<file path="config.mk">
export PLATFORM = sky130hd
export DESIGN_NAME = bsort_engine
export DESIGN_NICKNAME = d
export VERILOG_FILES = /design/src/rtl/bsort_pkg.sv /design/src/rtl/bsort_cmp.sv /design/src/rtl/bsort_addr.sv /design/src/rtl/bsort_ctrl.sv /design/src/rtl/bsort_engine.sv
export SDC_FILE = /design/constraint.sdc
export NUM_CORES = 1
export LEC_CHECK = 0
export BUFFER_PORTS_ARGS = -buffer_cell sky130_fd_sc_hd__buf_2
export CAP_MARGIN = 0
export CELL_PAD_IN_SITES_DETAIL_PLACEMENT = 1
export CELL_PAD_IN_SITES_GLOBAL_PLACEMENT = 2
export CORE_MARGIN = 1.5
export CORE_UTILIZATION = 31
export CTS_BUF_LIST = sky130_fd_sc_hd__clkbuf_4
export DETAILED_ROUTE_END_ITERATION = 10
export PLACE_DENSITY = 0.8
export SYNTH_ARGS = -nofsm -noshare
export SYNTH_HDL_FRONTEND = slang
export SYNTH_SLANG_ARGS = --single-unit
</file>
<file path="constraint.sdc">
create_clock -name clk -period 3.9 [get_ports clk]
set_input_delay 0.78 -clock clk [delete_from_list [all_inputs] [get_ports clk]]
set_output_delay 0.78 -clock clk [all_outputs]
set_load 0.02 [all_outputs]
</file>
<file path="src/rtl/bsort_pkg.sv">
package bsort_pkg;

    typedef enum logic [2:0] {
        ST_IDLE,
        ST_PRE_RD,
        ST_PRE_WT,
        ST_RD,
        ST_CMP,
        ST_WR_LO,
        ST_WR_HI,
        ST_DONE
    } bsort_state_t;

endpackage

</file>
<file path="src/rtl/bsort_cmp.sv">
// Signed ordering of the carried word against the freshly fetched one.
module bsort_cmp #(
    parameter int DATA_W = 32
) (
    input  logic signed [DATA_W-1:0] carry_i,
    input  logic signed [DATA_W-1:0] fetched_i,
    output logic                     swap_o,
    output logic signed [DATA_W-1:0] lo_o,
    output logic signed [DATA_W-1:0] hi_o
);
    always_comb begin
        swap_o = carry_i > fetched_i;
        lo_o   = swap_o ? fetched_i : carry_i;
        hi_o   = swap_o ? carry_i   : fetched_i;
    end
endmodule

</file>
<file path="src/rtl/bsort_addr.sv">
// Base plus element offset, wrapping within the address space.
module bsort_addr #(
    parameter int ADDR_W = 8,
    parameter int LEN_W  = 9
) (
    input  logic [ADDR_W-1:0] base_i,
    input  logic [LEN_W-1:0]  offset_i,
    output logic [ADDR_W-1:0] addr_o
);
    localparam int SUM_W = ADDR_W + LEN_W;
    logic [SUM_W-1:0] sum;

    always_comb begin
        sum    = {{LEN_W{1'b0}}, base_i} + {{ADDR_W{1'b0}}, offset_i};
        addr_o = sum[ADDR_W-1:0];
    end
endmodule

</file>
<file path="src/rtl/bsort_ctrl.sv">
// Pass / step sequencer, two-process style.
module bsort_ctrl
    import bsort_pkg::*;
#(
    parameter int DATA_W = 32,
    parameter int ADDR_W = 8,
    parameter int LEN_W  = 9
) (
    input  logic                     clk,
    input  logic                     rst_n,
    input  logic                     start_i,
    input  logic [ADDR_W-1:0]        base_i,
    input  logic [LEN_W-1:0]         len_i,
    input  logic signed [DATA_W-1:0] rdata_i,
    input  logic                     swap_i,
    input  logic signed [DATA_W-1:0] lo_i,
    input  logic signed [DATA_W-1:0] hi_i,
    output logic signed [DATA_W-1:0] carry_o,
    output logic [ADDR_W-1:0]        base_o,
    output logic [LEN_W-1:0]         offset_o,
    output logic                     we_o,
    output logic signed [DATA_W-1:0] wdata_o,
    output logic                     busy_o,
    output logic                     done_o
);
    localparam logic [LEN_W-1:0] L_ZERO = '0;
    localparam logic [LEN_W-1:0] L_ONE  = LEN_W'(1);

    typedef struct packed {
        bsort_state_t             st;
        logic [LEN_W-1:0]         len;
        logic [LEN_W-1:0]         pass;
        logic [LEN_W-1:0]         j;
        logic [ADDR_W-1:0]        base;
        logic signed [DATA_W-1:0] carry;
        logic signed [DATA_W-1:0] low;
    } regs_t;

    regs_t r_q, r_d;

    logic             last_step;
    logic             last_pass;
    logic [LEN_W-1:0] j_next;

    always_comb begin
        r_d       = r_q;
        offset_o  = L_ZERO;
        we_o      = 1'b0;
        wdata_o   = r_q.carry;
        j_next    = r_q.j + L_ONE;
        last_step = (j_next == r_q.len - L_ONE);
        last_pass = ((r_q.pass + L_ONE) == r_q.len - L_ONE);

        case (r_q.st)
            ST_IDLE: begin
                if (start_i) begin
                    r_d.len  = len_i;
                    r_d.base = base_i;
                    r_d.pass = L_ZERO;
                    r_d.j    = L_ZERO;
                    r_d.st   = (len_i <= L_ONE) ? ST_DONE : ST_PRE_RD;
                end
            end
            ST_PRE_RD: begin
                offset_o = L_ZERO;
                r_d.st   = ST_PRE_WT;
            end
            ST_PRE_WT: begin
                r_d.carry = rdata_i;
                r_d.st    = ST_RD;
            end
            ST_RD: begin
                offset_o = j_next;
                r_d.st   = ST_CMP;
            end
            ST_CMP: begin
                r_d.carry = hi_i;
                r_d.low   = lo_i;
                if (swap_i) begin
                    r_d.st = ST_WR_LO;
                end else if (!last_step) begin
                    r_d.j  = j_next;
                    r_d.st = ST_RD;
                end else if (!last_pass) begin
                    r_d.j    = L_ZERO;
                    r_d.pass = r_q.pass + L_ONE;
                    r_d.st   = ST_PRE_RD;
                end else begin
                    r_d.st = ST_DONE;
                end
            end
            ST_WR_LO: begin
                offset_o = r_q.j;
                we_o     = 1'b1;
                wdata_o  = r_q.low;
                r_d.st   = ST_WR_HI;
            end
            ST_WR_HI: begin
                offset_o = j_next;
                we_o     = 1'b1;
                wdata_o  = r_q.carry;
                if (!last_step) begin
                    r_d.j  = j_next;
                    r_d.st = ST_RD;
                end else if (!last_pass) begin
                    r_d.j    = L_ZERO;
                    r_d.pass = r_q.pass + L_ONE;
                    r_d.st   = ST_PRE_RD;
                end else begin
                    r_d.st = ST_DONE;
                end
            end
            ST_DONE: begin
                r_d.st = ST_IDLE;
            end
            default: r_d.st = ST_IDLE;
        endcase
    end

    always_ff @(posedge clk or negedge rst_n) begin
        if (!rst_n) begin
            r_q       <= '0;
            r_q.st    <= ST_IDLE;
        end else begin
            r_q <= r_d;
        end
    end

    assign carry_o = r_q.carry;
    assign base_o  = r_q.base;
    assign busy_o  = (r_q.st != ST_IDLE);
    assign done_o  = (r_q.st == ST_DONE);

endmodule

</file>
<file path="src/rtl/bsort_engine.sv">
module bsort_engine #(
    parameter int DATA_W  = 32,
    parameter int MAX_LEN = 256,
    parameter int ADDR_W  = 8,
    parameter int LEN_W   = $clog2(MAX_LEN + 1)
) (
    input  logic              clk,
    input  logic              rst_n,
    input  logic              start_i,
    input  logic [ADDR_W-1:0] base_i,
    input  logic [LEN_W-1:0]  len_i,
    output logic              done_o,
    output logic [ADDR_W-1:0] mem_addr_o,
    output logic              mem_we_o,
    output logic [DATA_W-1:0] mem_wdata_o,
    input  logic [DATA_W-1:0] mem_rdata_i
);
    logic signed [DATA_W-1:0] carry;
    logic signed [DATA_W-1:0] lo;
    logic signed [DATA_W-1:0] hi;
    logic signed [DATA_W-1:0] wdata;
    logic                     swap;
    logic [ADDR_W-1:0]        base_q;
    logic [LEN_W-1:0]         offset;
    logic                     busy;

    bsort_ctrl #(.DATA_W(DATA_W), .ADDR_W(ADDR_W), .LEN_W(LEN_W)) ctrl_i (
        .clk      (clk),
        .rst_n    (rst_n),
        .start_i  (start_i),
        .base_i   (base_i),
        .len_i    (len_i),
        .rdata_i  (mem_rdata_i),
        .swap_i   (swap),
        .lo_i     (lo),
        .hi_i     (hi),
        .carry_o  (carry),
        .base_o   (base_q),
        .offset_o (offset),
        .we_o     (mem_we_o),
        .wdata_o  (wdata),
        .busy_o   (busy),
        .done_o   (done_o)
    );

    bsort_cmp #(.DATA_W(DATA_W)) cmp_i (
        .carry_i   (carry),
        .fetched_i (mem_rdata_i),
        .swap_o    (swap),
        .lo_o      (lo),
        .hi_o      (hi)
    );

    bsort_addr #(.ADDR_W(ADDR_W), .LEN_W(LEN_W)) addr_i (
        .base_i   (base_q),
        .offset_i (offset),
        .addr_o   (mem_addr_o)
    );

    assign mem_wdata_o = wdata;

endmodule

</file>
==> summary.md <==
| Metric | Value |
|---|---|
| TNS Setup | `0 ps` |
| FP Rows | `54` |
| Tcrit/Tclk final | `around 97%` |
| Final min period | `approximately 3800 ps` |
| Die area | `approximately 23000 µm²` |
| Initial DRC count | `about 250` |
| Post-synth EDFFs | `0` |
| Commonest cells after routing, fill and taps aside | `121 x nand2_1, 100 x dfrtp_1, 89 x buf_2` |
| Drt total wl | `between 15 and 20 mm` |
| Critical path launch point type | `flip-flop` |
| First-pass GRT wire length | `about 32 mm` |
| Routed wire per std cell | `between 15 and 20 µm` |
| Run status | `completed` |
| Dpl ws | `-73.48 ps` |
| Longest Clk Path Bufs | `2` |
| Vias in the first global route | `6238` |
| WP data required | `around 3100 ps` |
| I/O Buffers | `93` |
| Power Total | `7.261 mW` |
| Clock-pin transition on the worst setup and hold timing paths | `between 150 and 200 ps` |
| Yosys warns | `0` |
| CTS H-Tree Depth | `3` |
| CTS Sinks | `102` |
| Synth area leader | `dfrtp_1` |
| Peak VDD IR | `between 300 and 400 µV` |
| Gr usage total | `17.35%` |
| HP Class | `input pin to async pin` |
| Die height | `about 150 µm` |
| Synth top area share | `a little under two fifths` |
| Initial antenna violation count | `1` |
| Final Hold Fails | `0` |
| PwrDens | `897.5 nW/µm²` |
| Setup Viol. Count Final | `0` |
| Largest net degree at the start of global routing | `53` |
| Number of max-cap violations | `0` |
| Initial core utilization | `31.68%` |
| CP Class | `flip-flop to primary output` |
| Area Growth Syn to Fin | `17.01%` |
| Most common cell after layout, fill and taps aside | `nand2_1` |
| Max Clk Rate | `0.2649 GHz` |
| Hpwl dp | `13.78 mm` |
| Placeable Area | `around 22000 µm²` |
| Sequential fraction of the synthesis area | `36.92%` |
| Worst clock skew | `20.37 ps` |
| CTS tree | `yes` |
| DR vias | `6067` |
| Synth cell types | `55` |
| Leak | `~3.8 nW` |
| Worst setup margin | `125.5 ps` |
| Hold slack | `around 320 ps` |
| Max_slew headroom | `about a third` |
| Layout cells sized above 1 | `between 20% and 30%` |
| Max FO, Critical Path | `10` |
| Slew Limit Fails | `0` |
| Die width | `between 150 and 200 µm` |
| Fin nets | `977` |
| Vias per std cell | `a little over 5` |
| Flops & latches, synth | `between 100 and 150` |
| Ys flop type | `dfrtp_1` |
| I/O Pins | `94` |
| Crit. End Element | `primary output` |
| Worst-Margin Slew | `~1000 ps` |
| Post-route DRC | `0` |
| Post-layout util | `between 30% and 40%` |
| GRT overflow | `0` |
| Syn Nets | `approximately 880` |
| RSZ-0062 raised after global routing | `yes` |
| CTS root buffer | `clkbuf_4` |
| CTS buffer count | `9` |
| Routability cong. | `roughly 0.76` |
| Syn Inst Count | `784` |
| Number of antenna-violating nets in the routed design | `0` |
| Critical path arrival | `2990 ps` |
| Synth async-reset ratio | `between 90% and 100%` |
| Synthesized area per cell | `~8.8 µm²` |
| DRT Pass-1 Iters | `4` |
| Worst-Skew Late Latency | `500 ps` |
| Post-synthesis cell area | `around 6900 µm²` |
| Area contributors post-synth | `dfrtp_1 37%, ha_1 7.6%, nand2_1 6.6%, mux2_2 5.0%, mux2i_1 4.8%` |
## worst max-delay path: stages (launching register included)
cell and delay [ps]:
dfrtp_2 460, xor2_1 140, nand2_1 100, buf_6 160
o21ai_1 140, ha_1 190, inv_1 60, fa_1 400
inv_1 90, a21oi_2 50, o21bai_1 190, a21o_1 140
a21oi_1 70, xnor2_1 140, buf_4 160
## where the power goes
group          total (mW)  internal (mW)  switching (mW)
logic                4.62           2.04            2.58
registers            1.98           1.53           0.452
clock network       0.659          0.266           0.393
total                7.26           3.83            3.43
## stage by stage
stage,cell area (µm²),std cells
CTS,8056,1166
global placement,7789,1140
detailed placement,7789,1140
floorplan,6914,784
finish,8090,1168
global route,8090,1168
## cell usage after synthesis (5+ instances only)
cell      instances
xor2_1            8
nand2b_1         24
a31oi_1          17
and3_1            5
xnor2_1          26
nand4_1          12
dfrtp_1         102
nor2_1           54
nor3_1            8
o31ai_1           5
nand2_1         121
a21oi_1          50
o22ai_1          23
clkbuf_1         34
a21o_1            6
nor4_1            6
mux2i_1          33
mux2_2           31
nor3b_1           6
buf_2             6
o211ai_1          6
inv_1            52
o21ai_0          20
ha_1             42
nand3_1          15
o221a_2          18
## final cells by class
class | instances | area (µm²)
antenna | 1 | 2.502
timing repair buffer | 130 | 769.5
inverter | 52 | 195.2
multi-input combinational | 587 | 4056
clock buffer | 10 | 75.07
sequential | 102 | 2555
tap | 280 | 350.3
clock inverter | 6 | 86.33
fill | 2590 | 13730
## path summary, 6_finish.rpt
kind,slack [ps],startpoint,cells after the start,endpoint
worst max-delay path,130,ctrl_i.r_q[99],14,mem_addr_o[6]
worst min-delay path,320,rst_n,1,ctrl_i.r_q[98]
worst max register to register,350,ctrl_i.carry_o[17],9,ctrl_i.carry_o[7]
worst min register to register,530,ctrl_i.r_q[89],1,ctrl_i.r_q[89]
max in group asynchronous,2680,rst_n,2,ctrl_i.r_q[3]
min in group clk,470,len_i[0],3,ctrl_i.r_q[90]
## per-layer routing
layer  track usage, %  routed length, µm  share of wire, %
met4            5.733                307               1.6
met3            1.934                499               2.5
met5                0                  0                 0
met1            23.01               9387                48
met2            29.43               9442                48
## what timing repair did
| action | 4_1_cts | 5_1_grt |
|---|---|---|
| setup endpoints to repair | 4 | 3 |
| resized for setup | 8 | 7 |
| setup buffers | 10 | 1 |
| hold endpoints to repair | 0 | 0 |
| pin swaps | 5 | 6 |
| hold buffers | 0 | 0 |
## kinds of logic (layout without fill, tap and decap cells)
family	Yosys count	count (layout)	synth area share (%)
AOI/OAI and AO/OA	171	171	16.70
muxes	64	64	9.826
other	0	1	0
xor gates and xnor gates	34	34	4.307
buffers and inverters	95	198	5.266
DFF	102	102	36.92
and+or+nand+nor	275	275	19.09
adders and majority gates	43	43	7.890
## flip-flops by register name, indices dropped and copies added, names as in the netlist
register	cells
ctrl_i.r_q	62
ctrl_i.carry_o	32
ctrl_i.base_o	8
Power figures use the tool's default switching activity.
